File: src/rtl/limiter_pkg.sv
package limiter_pkg;
  parameter int SAMPLE_W = 16;
  parameter int NUM_LIM  = 16;
  parameter int SEL_W    = $clog2(NUM_LIM);
  parameter int WORD_W   = 2 * SAMPLE_W;
  parameter int ADDR_W   = SEL_W + 2;
  parameter int NUM_CH   = 2;

  // Strobes from the write decoder to the storage and datapath
  typedef struct packed {
    logic [NUM_LIM-1:0] wrBankA;
    logic [NUM_LIM-1:0] wrBankB;
    logic               wrCtrl;
    logic [WORD_W-1:0]  data;
  } ctrlStrobes_t;
endpackage

File: src/rtl/limit_ctrl.sv
module limit_ctrl
  import limiter_pkg::*;
(
  input  logic               clk,
  input  logic               rstN,
  input  logic               wrEn,
  input  logic [ADDR_W-1:0]  wrAddr,
  input  logic [WORD_W-1:0]  wrData,
  output ctrlStrobes_t       strobes,
  output logic               enA,
  output logic               enB
);
  localparam int CTRL_ADDR = 2 * NUM_LIM;

  logic isBank;
  logic isChB;
  logic [SEL_W-1:0] idx;

  assign isBank = ~wrAddr[ADDR_W-1];
  assign isChB  = wrAddr[SEL_W];
  assign idx    = wrAddr[SEL_W-1:0];

  always_comb begin
    strobes = '0;
    strobes.data = wrData;
    if (wrEn) begin
      if (isBank) begin
        if (isChB) strobes.wrBankB[idx] = 1'b1;
        else       strobes.wrBankA[idx] = 1'b1;
      end else if (wrAddr == ADDR_W'(CTRL_ADDR)) begin
        strobes.wrCtrl = 1'b1;
      end
    end
  end

  always_ff @(posedge clk or negedge rstN) begin
    if (!rstN) begin
      enA <= 1'b0;
      enB <= 1'b0;
    end else if (strobes.wrCtrl) begin
      enB <= wrData[0];
      enA <= wrData[1];
    end
  end

  // at most one target per write
  a_r8_single_target: assert property (@(posedge clk) disable iff (!rstN)
    $onehot0({strobes.wrBankA, strobes.wrBankB, strobes.wrCtrl}));

  // enables change only after a control write
  a_r10_enable_stable: assert property (@(posedge clk) disable iff (!rstN)
    ($past(rstN) && !$past(strobes.wrCtrl)) |-> ($stable(enA) && $stable(enB)));

  // no strobe when the write strobe is low
  a_r8_idle_quiet: assert property (@(posedge clk) disable iff (!rstN)
    !wrEn |-> ($countones({strobes.wrBankA, strobes.wrBankB, strobes.wrCtrl}) == 0));
endmodule

File: src/rtl/limit_bank.sv
module limit_bank
  import limiter_pkg::*;
(
  input  logic                       clk,
  input  logic                       rstN,
  input  logic [NUM_LIM-1:0]         wrStrobe,
  input  logic [WORD_W-1:0]          wrData,
  input  logic [SEL_W-1:0]           sel,
  output logic signed [SAMPLE_W-1:0] lowerLim,
  output logic signed [SAMPLE_W-1:0] upperLim
);
  logic [WORD_W-1:0] limReg [NUM_LIM];

  for (genvar i = 0; i < NUM_LIM; i++) begin : g_word
    always_ff @(posedge clk or negedge rstN) begin
      if (!rstN)            limReg[i] <= '0;
      else if (wrStrobe[i]) limReg[i] <= wrData;
    end

    // a word changes only when its own strobe fired
    a_r10_word_hold: assert property (@(posedge clk) disable iff (!rstN)
      ($past(rstN) && !$past(wrStrobe[i])) |-> $stable(limReg[i]));
  end

  logic [WORD_W-1:0] chosen;
  assign chosen   = limReg[sel];
  assign lowerLim = chosen[SAMPLE_W-1:0];
  assign upperLim = chosen[WORD_W-1:SAMPLE_W];
endmodule

File: src/rtl/clamp_datapath.sv
module clamp_datapath
  import limiter_pkg::*;
(
  input  logic                       clk,
  input  logic                       rstN,
  input  logic                       inValid,
  input  logic                       en,
  input  logic signed [SAMPLE_W-1:0] sample,
  input  logic signed [SAMPLE_W-1:0] lowerLim,
  input  logic signed [SAMPLE_W-1:0] upperLim,
  output logic signed [SAMPLE_W-1:0] outData
);
  logic signed [SAMPLE_W-1:0] nextData;

  always_comb begin
    if (!en)                    nextData = sample;
    else if (sample > upperLim) nextData = upperLim;
    else if (sample < lowerLim) nextData = lowerLim;
    else                        nextData = sample;
  end

  always_ff @(posedge clk or negedge rstN) begin
    if (!rstN)        outData <= '0;
    else if (inValid) outData <= nextData;
  end

  // hold while no valid sample
  a_r11_hold: assert property (@(posedge clk) disable iff (!rstN)
    ($past(rstN) && !$past(inValid)) |-> $stable(outData));

  // disabled channel passes the sample
  a_r3_passthru: assert property (@(posedge clk) disable iff (!rstN)
    ($past(rstN) && $past(inValid) && !$past(en)) |-> (outData == $past(sample)));

  // enabled with ordered bounds stays inside them
  a_r4_bounded: assert property (@(posedge clk) disable iff (!rstN)
    ($past(rstN) && $past(inValid) && $past(en) && ($past(lowerLim) <= $past(upperLim)))
      |-> ((outData <= $past(upperLim)) && (outData >= $past(lowerLim))));

  // above the upper bound always yields the upper bound
  a_r6_upper_wins: assert property (@(posedge clk) disable iff (!rstN)
    ($past(rstN) && $past(inValid) && $past(en) && ($past(sample) > $past(upperLim)))
      |-> (outData == $past(upperLim)));
endmodule

File: src/rtl/dual_limiter.sv
module dual_limiter
  import limiter_pkg::*;
(
  input  logic                       clk,
  input  logic                       rstN,
  input  logic                       wrEn,
  input  logic [ADDR_W-1:0]          wrAddr,
  input  logic [WORD_W-1:0]          wrData,
  input  logic                       inValid,
  input  logic signed [SAMPLE_W-1:0] sampleA,
  input  logic signed [SAMPLE_W-1:0] sampleB,
  input  logic [SEL_W-1:0]           selA,
  input  logic [SEL_W-1:0]           selB,
  output logic                       outValid,
  output logic signed [SAMPLE_W-1:0] outA,
  output logic signed [SAMPLE_W-1:0] outB
);
  ctrlStrobes_t strobes;
  logic enA;
  logic enB;

  limit_ctrl u_ctrl (
    .clk(clk), .rstN(rstN), .wrEn(wrEn), .wrAddr(wrAddr), .wrData(wrData),
    .strobes(strobes), .enA(enA), .enB(enB)
  );

  logic [NUM_LIM-1:0]         chStrobe [NUM_CH];
  logic [SEL_W-1:0]           chSel    [NUM_CH];
  logic                       chEn     [NUM_CH];
  logic signed [SAMPLE_W-1:0] chSample [NUM_CH];
  logic signed [SAMPLE_W-1:0] chLower  [NUM_CH];
  logic signed [SAMPLE_W-1:0] chUpper  [NUM_CH];
  logic signed [SAMPLE_W-1:0] chOut    [NUM_CH];

  assign chStrobe[0] = strobes.wrBankA;
  assign chStrobe[1] = strobes.wrBankB;
  assign chSel[0]    = selA;
  assign chSel[1]    = selB;
  assign chEn[0]     = enA;
  assign chEn[1]     = enB;
  assign chSample[0] = sampleA;
  assign chSample[1] = sampleB;

  for (genvar c = 0; c < NUM_CH; c++) begin : g_ch
    limit_bank u_bank (
      .clk(clk), .rstN(rstN), .wrStrobe(chStrobe[c]), .wrData(strobes.data),
      .sel(chSel[c]), .lowerLim(chLower[c]), .upperLim(chUpper[c])
    );
    clamp_datapath u_clamp (
      .clk(clk), .rstN(rstN), .inValid(inValid), .en(chEn[c]),
      .sample(chSample[c]), .lowerLim(chLower[c]), .upperLim(chUpper[c]),
      .outData(chOut[c])
    );
  end

  assign outA = chOut[0];
  assign outB = chOut[1];

  always_ff @(posedge clk or negedge rstN) begin
    if (!rstN) outValid <= 1'b0;
    else       outValid <= inValid;
  end

  // valid flag trails the input by one cycle
  a_r2_valid_follow: assert property (@(posedge clk) disable iff (!rstN)
    $past(rstN) |-> (outValid == $past(inValid)));
endmodule

File: config.mk
export PLATFORM = sky130hd
export DESIGN_NAME = dual_limiter
export DESIGN_NICKNAME = d
export VERILOG_FILES = /design/src/rtl/limiter_pkg.sv /design/src/rtl/limit_ctrl.sv /design/src/rtl/limit_bank.sv /design/src/rtl/clamp_datapath.sv /design/src/rtl/dual_limiter.sv
export SDC_FILE = /design/constraint.sdc
export NUM_CORES = 1
export LEC_CHECK = 0
export BUFFER_PORTS_ARGS = -buffer_cell sky130_fd_sc_hd__buf_2
export CAP_MARGIN = 10
export CORE_MARGIN = 2
export CORE_UTILIZATION = 40
export CTS_BUF_LIST = sky130_fd_sc_hd__clkbuf_4 sky130_fd_sc_hd__clkbuf_8
export DETAILED_ROUTE_END_ITERATION = 8
export PLACE_DENSITY_LB_ADDON = 0.05
export REMOVE_ABC_BUFFERS = 1
export SETUP_SLACK_MARGIN = 0.2
export SYNTH_ARGS = -nofsm -noshare
export SYNTH_HDL_FRONTEND = slang
export SYNTH_HIERARCHICAL = 1
export SYNTH_SLANG_ARGS = --single-unit
export TNS_END_PERCENT = 50
File: constraint.sdc
create_clock -name clk -period 3.3 [get_ports clk]
set_clock_uncertainty 0.15 [all_clocks]
set_input_delay 0.66 -clock clk [delete_from_list [all_inputs] [get_ports clk]]
set_output_delay 0.66 -clock clk [all_outputs]
set_load 0.03 [all_outputs]
==> results.md <==
- Number of instances on the worst hold path: 3
- Fraction of registers with async set or reset after synthesis: 1.00
- Type of the worst setup path: flip-flop to flip-flop
- Number of enable-type register cells in the synthesized netlist: 0
- Clock latency reported for the late side of the worst-skew pair: 900 ps
- Global-route usage over all layers: 0.238
- Startpoint of the most critical register-to-register path: g_ch[0].u_bank/limReg[133]
- Total routed wirelength: 149,000 um
- Vias per cell: between 5 and 6
- Cells after DPL: about 5,000
- Synth Register Bits: about 1,100
- Most Used Layer, Global Route: met2
- Dominant cells by area after synthesis: sky130_fd_sc_hd__dfrtp_1 53%, sky130_fd_sc_hd__mux2_2 23%, sky130_fd_sc_hd__mux4_2 12%, sky130_fd_sc_hd__a22oi_1 1.9%, sky130_fd_sc_hd__ha_1 1.6%
- Data arrival time at the worst-slack endpoint: ~4200 ps
- Share of the clock period used by the worst path: 1.09
- Net total in the final layout: about 3,800
- Crit-path cells: mux4_2 > a22oi_2 > nand2_1 > inv_1 > ha_1 > a21o_1 > a221oi_4 > o2bb2ai_4 > or3_4 > a21o_1 > mux2_4 > a221o_1
- Weighted congestion at the end of routability-driven global placement: around 0.85
- Launch point of the worst hold path: sampleA[5]
- Filler Cell Count: 10,597
- Post-route DRC: 0
- Number of unique standard cell types used by synthesis: between 50 and 60
- Area taken by multi-input logic gates: approximately 23,000 sq um
- Initial antenna violation count: 9
- Iteration-0 DRC count of the detailed router: approximately 1,600
- Status: finished, violations left
- Maximum number of pins on one net before global-route repair: 93
- Time the final worst path needs with I/O delays and setup: around 3600 ps
- Layout Cells excl Fill: 5,448
- Final Hold Slack: between 90 and 100 ps
- Final setup violation count: 32
- Gate count of the mapped netlist: 3,308
- Fraction of final layout cells sized beyond drive strength 1: 0.612
- Path type of the worst min-delay path: input pin to flip-flop
- Sequential element share of the synthesized area: 0.533
- Chip height: approximately 360 um
- Violated checks: negative setup slack
- FF-to-FF setup slack: -280 ps
- Per-cell routed wire length: between 20 and 30 um
- Area taken by flip-flops and latches: ~27,000 sq um
- Worst-margin pin slew: between 700 and 800 ps
- Count of boundary I/O pins: 115
- Number of placement rows: about 130
- Width of the chip: ~360 um
- Cell type of the slowest stage on the worst timing path: sky130_fd_sc_hd__mux4_2
- Antenna viol nets, final: 0
- Count of pins over their slew limit: 0
- Via count of the first global-routing pass: between 30,000 and 40,000
- Routing usage on met2: 0.385
- P_leak: 27.5 nW
- Global-route met3 utilization: 0.0455
- Library cell occupying the most area in the post-synthesis netlist: sky130_fd_sc_hd__dfrtp_1
- Wire length of the first global-routing pass: roughly 220,000 um
- Area added between synthesis and finish: 21.5%
- Netlist area before placement: around 50,000 sq um
- Routed via count: slightly above 30,000
- RSZ-0062 raised after global routing: true
- Clock Sinks: roughly 1,100
- Clock H-tree levels: 4
- TritonCTS clock tree: yes
- Max-capacitance violation count: 0
- CTS Root Cell: sky130_fd_sc_hd__clkbuf_8
- Most frequent cell on the critical path: sky130_fd_sc_hd__a21o_1
- Worst path max stage delay: roughly 480 ps
- Effective utilization at floorplan: 0.402
- WP buf/inv: 1
- Portion of synthesized cell area occupied by the leading cell type: 0.533
- Total chip power: roughly 0.035 W
- Critical path fanouts, max: 2
- Worst Setup Start Kind: flip-flop
- Synth Flop Type: sky130_fd_sc_hd__dfrtp_1
- Reg-to-reg critical path endpoint: g_ch[0].u_clamp/outData[15]
- Worst-case setup margin in the final layout: -285 ps
- Clock transition at path regs: ~60 ps
- Maximum number of buffers from clock root to sink: 3
- Overflow left after global routing: 0
- Met1 layer usage reported by global route: 0.322
- Placed standard-cell area: around 55,000 sq um
- Worst IR drop on VDD: around 0.40 mV
- Inserted Clock Buffers: between 150 and 200
- Count of yosys warnings during synthesis: 6
- Slew HR: 0.518
- PwrDens: ~580 nW/um^2
- Worst-case hold path end point: g_ch[0].u_clamp/outData[5]
- Max Clock Freq: about 280 MHz
- Pre-antenna DRT Iters: 5
- Area of the core region: around 120,000 sq um
- Number of buffer cells added on primary ports: approximately 110
- Logic depth of the worst register-to-register path: 12
- Post-synthesis area per instance: around 15 sq um
- Largest delay contributor family on the critical path: compound AO/OA/AOI/OAI gates
- Endpoints failing hold: 0
- Sum of negative setup slack: -6720 ps
- Required time worst endpoint: ~3900 ps
- Die area: ~130,000 sq um
- Post-route cell area: between 60,000 and 70,000 sq um
- Critical Path Sink Type: flip-flop
- Detailed placer's ending HPWL: around 91,000 um
## area by class of cell
type / count / share of cell area
flip-flops and latches: 1059 / 0.439
clock inverters: 33 / 0.00522
diodes: 9 / 0.000373
multi-input cells: 1853 / 0.374
well taps: 1637 / 0.0339
inverters: 66 / 0.00410
clock buffers: 309 / 0.0647
repair buffers: 482 / 0.0790
## worst min-delay path: cells and delay by family
kind            cells  cell delay (ps)
buf+inv             1              170
mux                 1              170
compound gates      1               70
## routing by layer
| metal | up-vias | wire length [um] |
|---|---|---|
| li1 | 12947 | - |
| met3 | 298 | 6570 |
| met4 | 10 | 4480 |
| met5 | - | 56 |
| met2 | 695 | 71500 |
| met1 | 16432 | 66500 |
## synth_stat cells (16+ instances only)
master / count
sky130_fd_sc_hd__mux4_2: 256
sky130_fd_sc_hd__a22oi_1: 128
sky130_fd_sc_hd__mux2_2: 1024
sky130_fd_sc_hd__buf_4: 50
sky130_fd_sc_hd__nand2_1: 107
sky130_fd_sc_hd__buf_2: 18
sky130_fd_sc_hd__nor2_1: 58
sky130_fd_sc_hd__a221oi_2: 20
sky130_fd_sc_hd__inv_1: 66
sky130_fd_sc_hd__clkbuf_1: 144
sky130_fd_sc_hd__mux2i_1: 32
sky130_fd_sc_hd__dfrtp_1: 1059
sky130_fd_sc_hd__buf_1: 116
sky130_fd_sc_hd__ha_1: 62
sky130_fd_sc_hd__o21ai_0: 34
sky130_fd_sc_hd__a21oi_1: 16
## placed cells by master, fill, tap and decap left out, drive strengths merged, types with 3 or more instances in the layout
cell type / Yosys / routed
a21o: 14 / 14
a21oi: 16 / 16
a221oi: 32 / 32
a22oi: 128 / 128
and2: 4 / 4
and4: 4 / 4
buf: 188 / 461
bufinv: 0 / 4
clkbuf: 144 / 313
clkinv: 0 / 18
clkinvlp: 0 / 6
dfrtp: 1059 / 1059
diode: 0 / 9
dlygate4sd3: 0 / 17
ha: 62 / 62
inv: 66 / 71
mux2: 1028 / 1028
mux2i: 32 / 32
mux4: 256 / 256
nand2: 107 / 107
nand2b: 7 / 7
nand3: 6 / 6
nand3b: 4 / 4
nand4: 8 / 8
nor2: 58 / 58
nor2b: 6 / 6
nor3: 13 / 14
nor4: 4 / 4
o21ai: 36 / 36
o21ba: 2 / 3
## timing repair
action	4_1_cts	5_1_grt
hold endpoints to repair	80	0
setup buffers	22	13
endpoints found under the setup margin	32	32
pin swaps	66	51
cloned	2	2
hold buffers	17	0
gates resized for setup	126	70
## where the power goes
| part | internal, W | switching (W) |
|---|---|---|
| registers | 0.0147 | 0.000863 |
| logic | 0.00329 | 0.00268 |
| clock network | 0.00777 | 0.00560 |
| total | 0.0258 | 0.00914 |
## cells by family after synthesis
group                      synth area share
and+or+nand+nor                      0.0216
DFF                                   0.533
muxes                                 0.356
buffers and inverters                0.0353
AOI/OAI and AO/OA                    0.0387
adders and majority gates            0.0156
## metrics by stage
stage / setup WS, ps / util
floorplan: -1280 / -
global placement: -1500 / 0.443
detailed placement: -1450 / 0.443
CTS: -129 / 0.485
global route: -348 / 0.489
finish: -285 / 0.489
## worst max-delay path by stage
| stage | startpoint | end | slack [ps] | cells past startpoint |
|---|---|---|---|---|
| detailed placement | selA[0] | g_ch[0].u_clamp/outData[5] | -1450 | 16 |
| finish | g_ch[0].u_bank/limReg[133] | g_ch[0].u_clamp/outData[15] | -280 | 12 |
| floorplan | selA[3] | g_ch[0].u_clamp/outData[10] | -1280 | 12 |
| global route | g_ch[0].u_bank/limReg[133] | g_ch[0].u_clamp/outData[15] | -350 | 12 |
| CTS | g_ch[0].u_bank/limReg[391] | g_ch[0].u_clamp/outData[15] | -130 | 12 |
| global placement | selA[0] | g_ch[0].u_clamp/outData[5] | -1500 | 16 |
## sequential cells by signal, summed over array words and instances (netlist names)
| register | cells |
|---|---|
| g_ch.u_bank/limReg | 1024 |
| g_ch.u_clamp/outData | 32 |
| outValid | 1 |
| u_ctrl/enA | 1 |
| u_ctrl/enB | 1 |
Power figures use the tool's default switching activity.
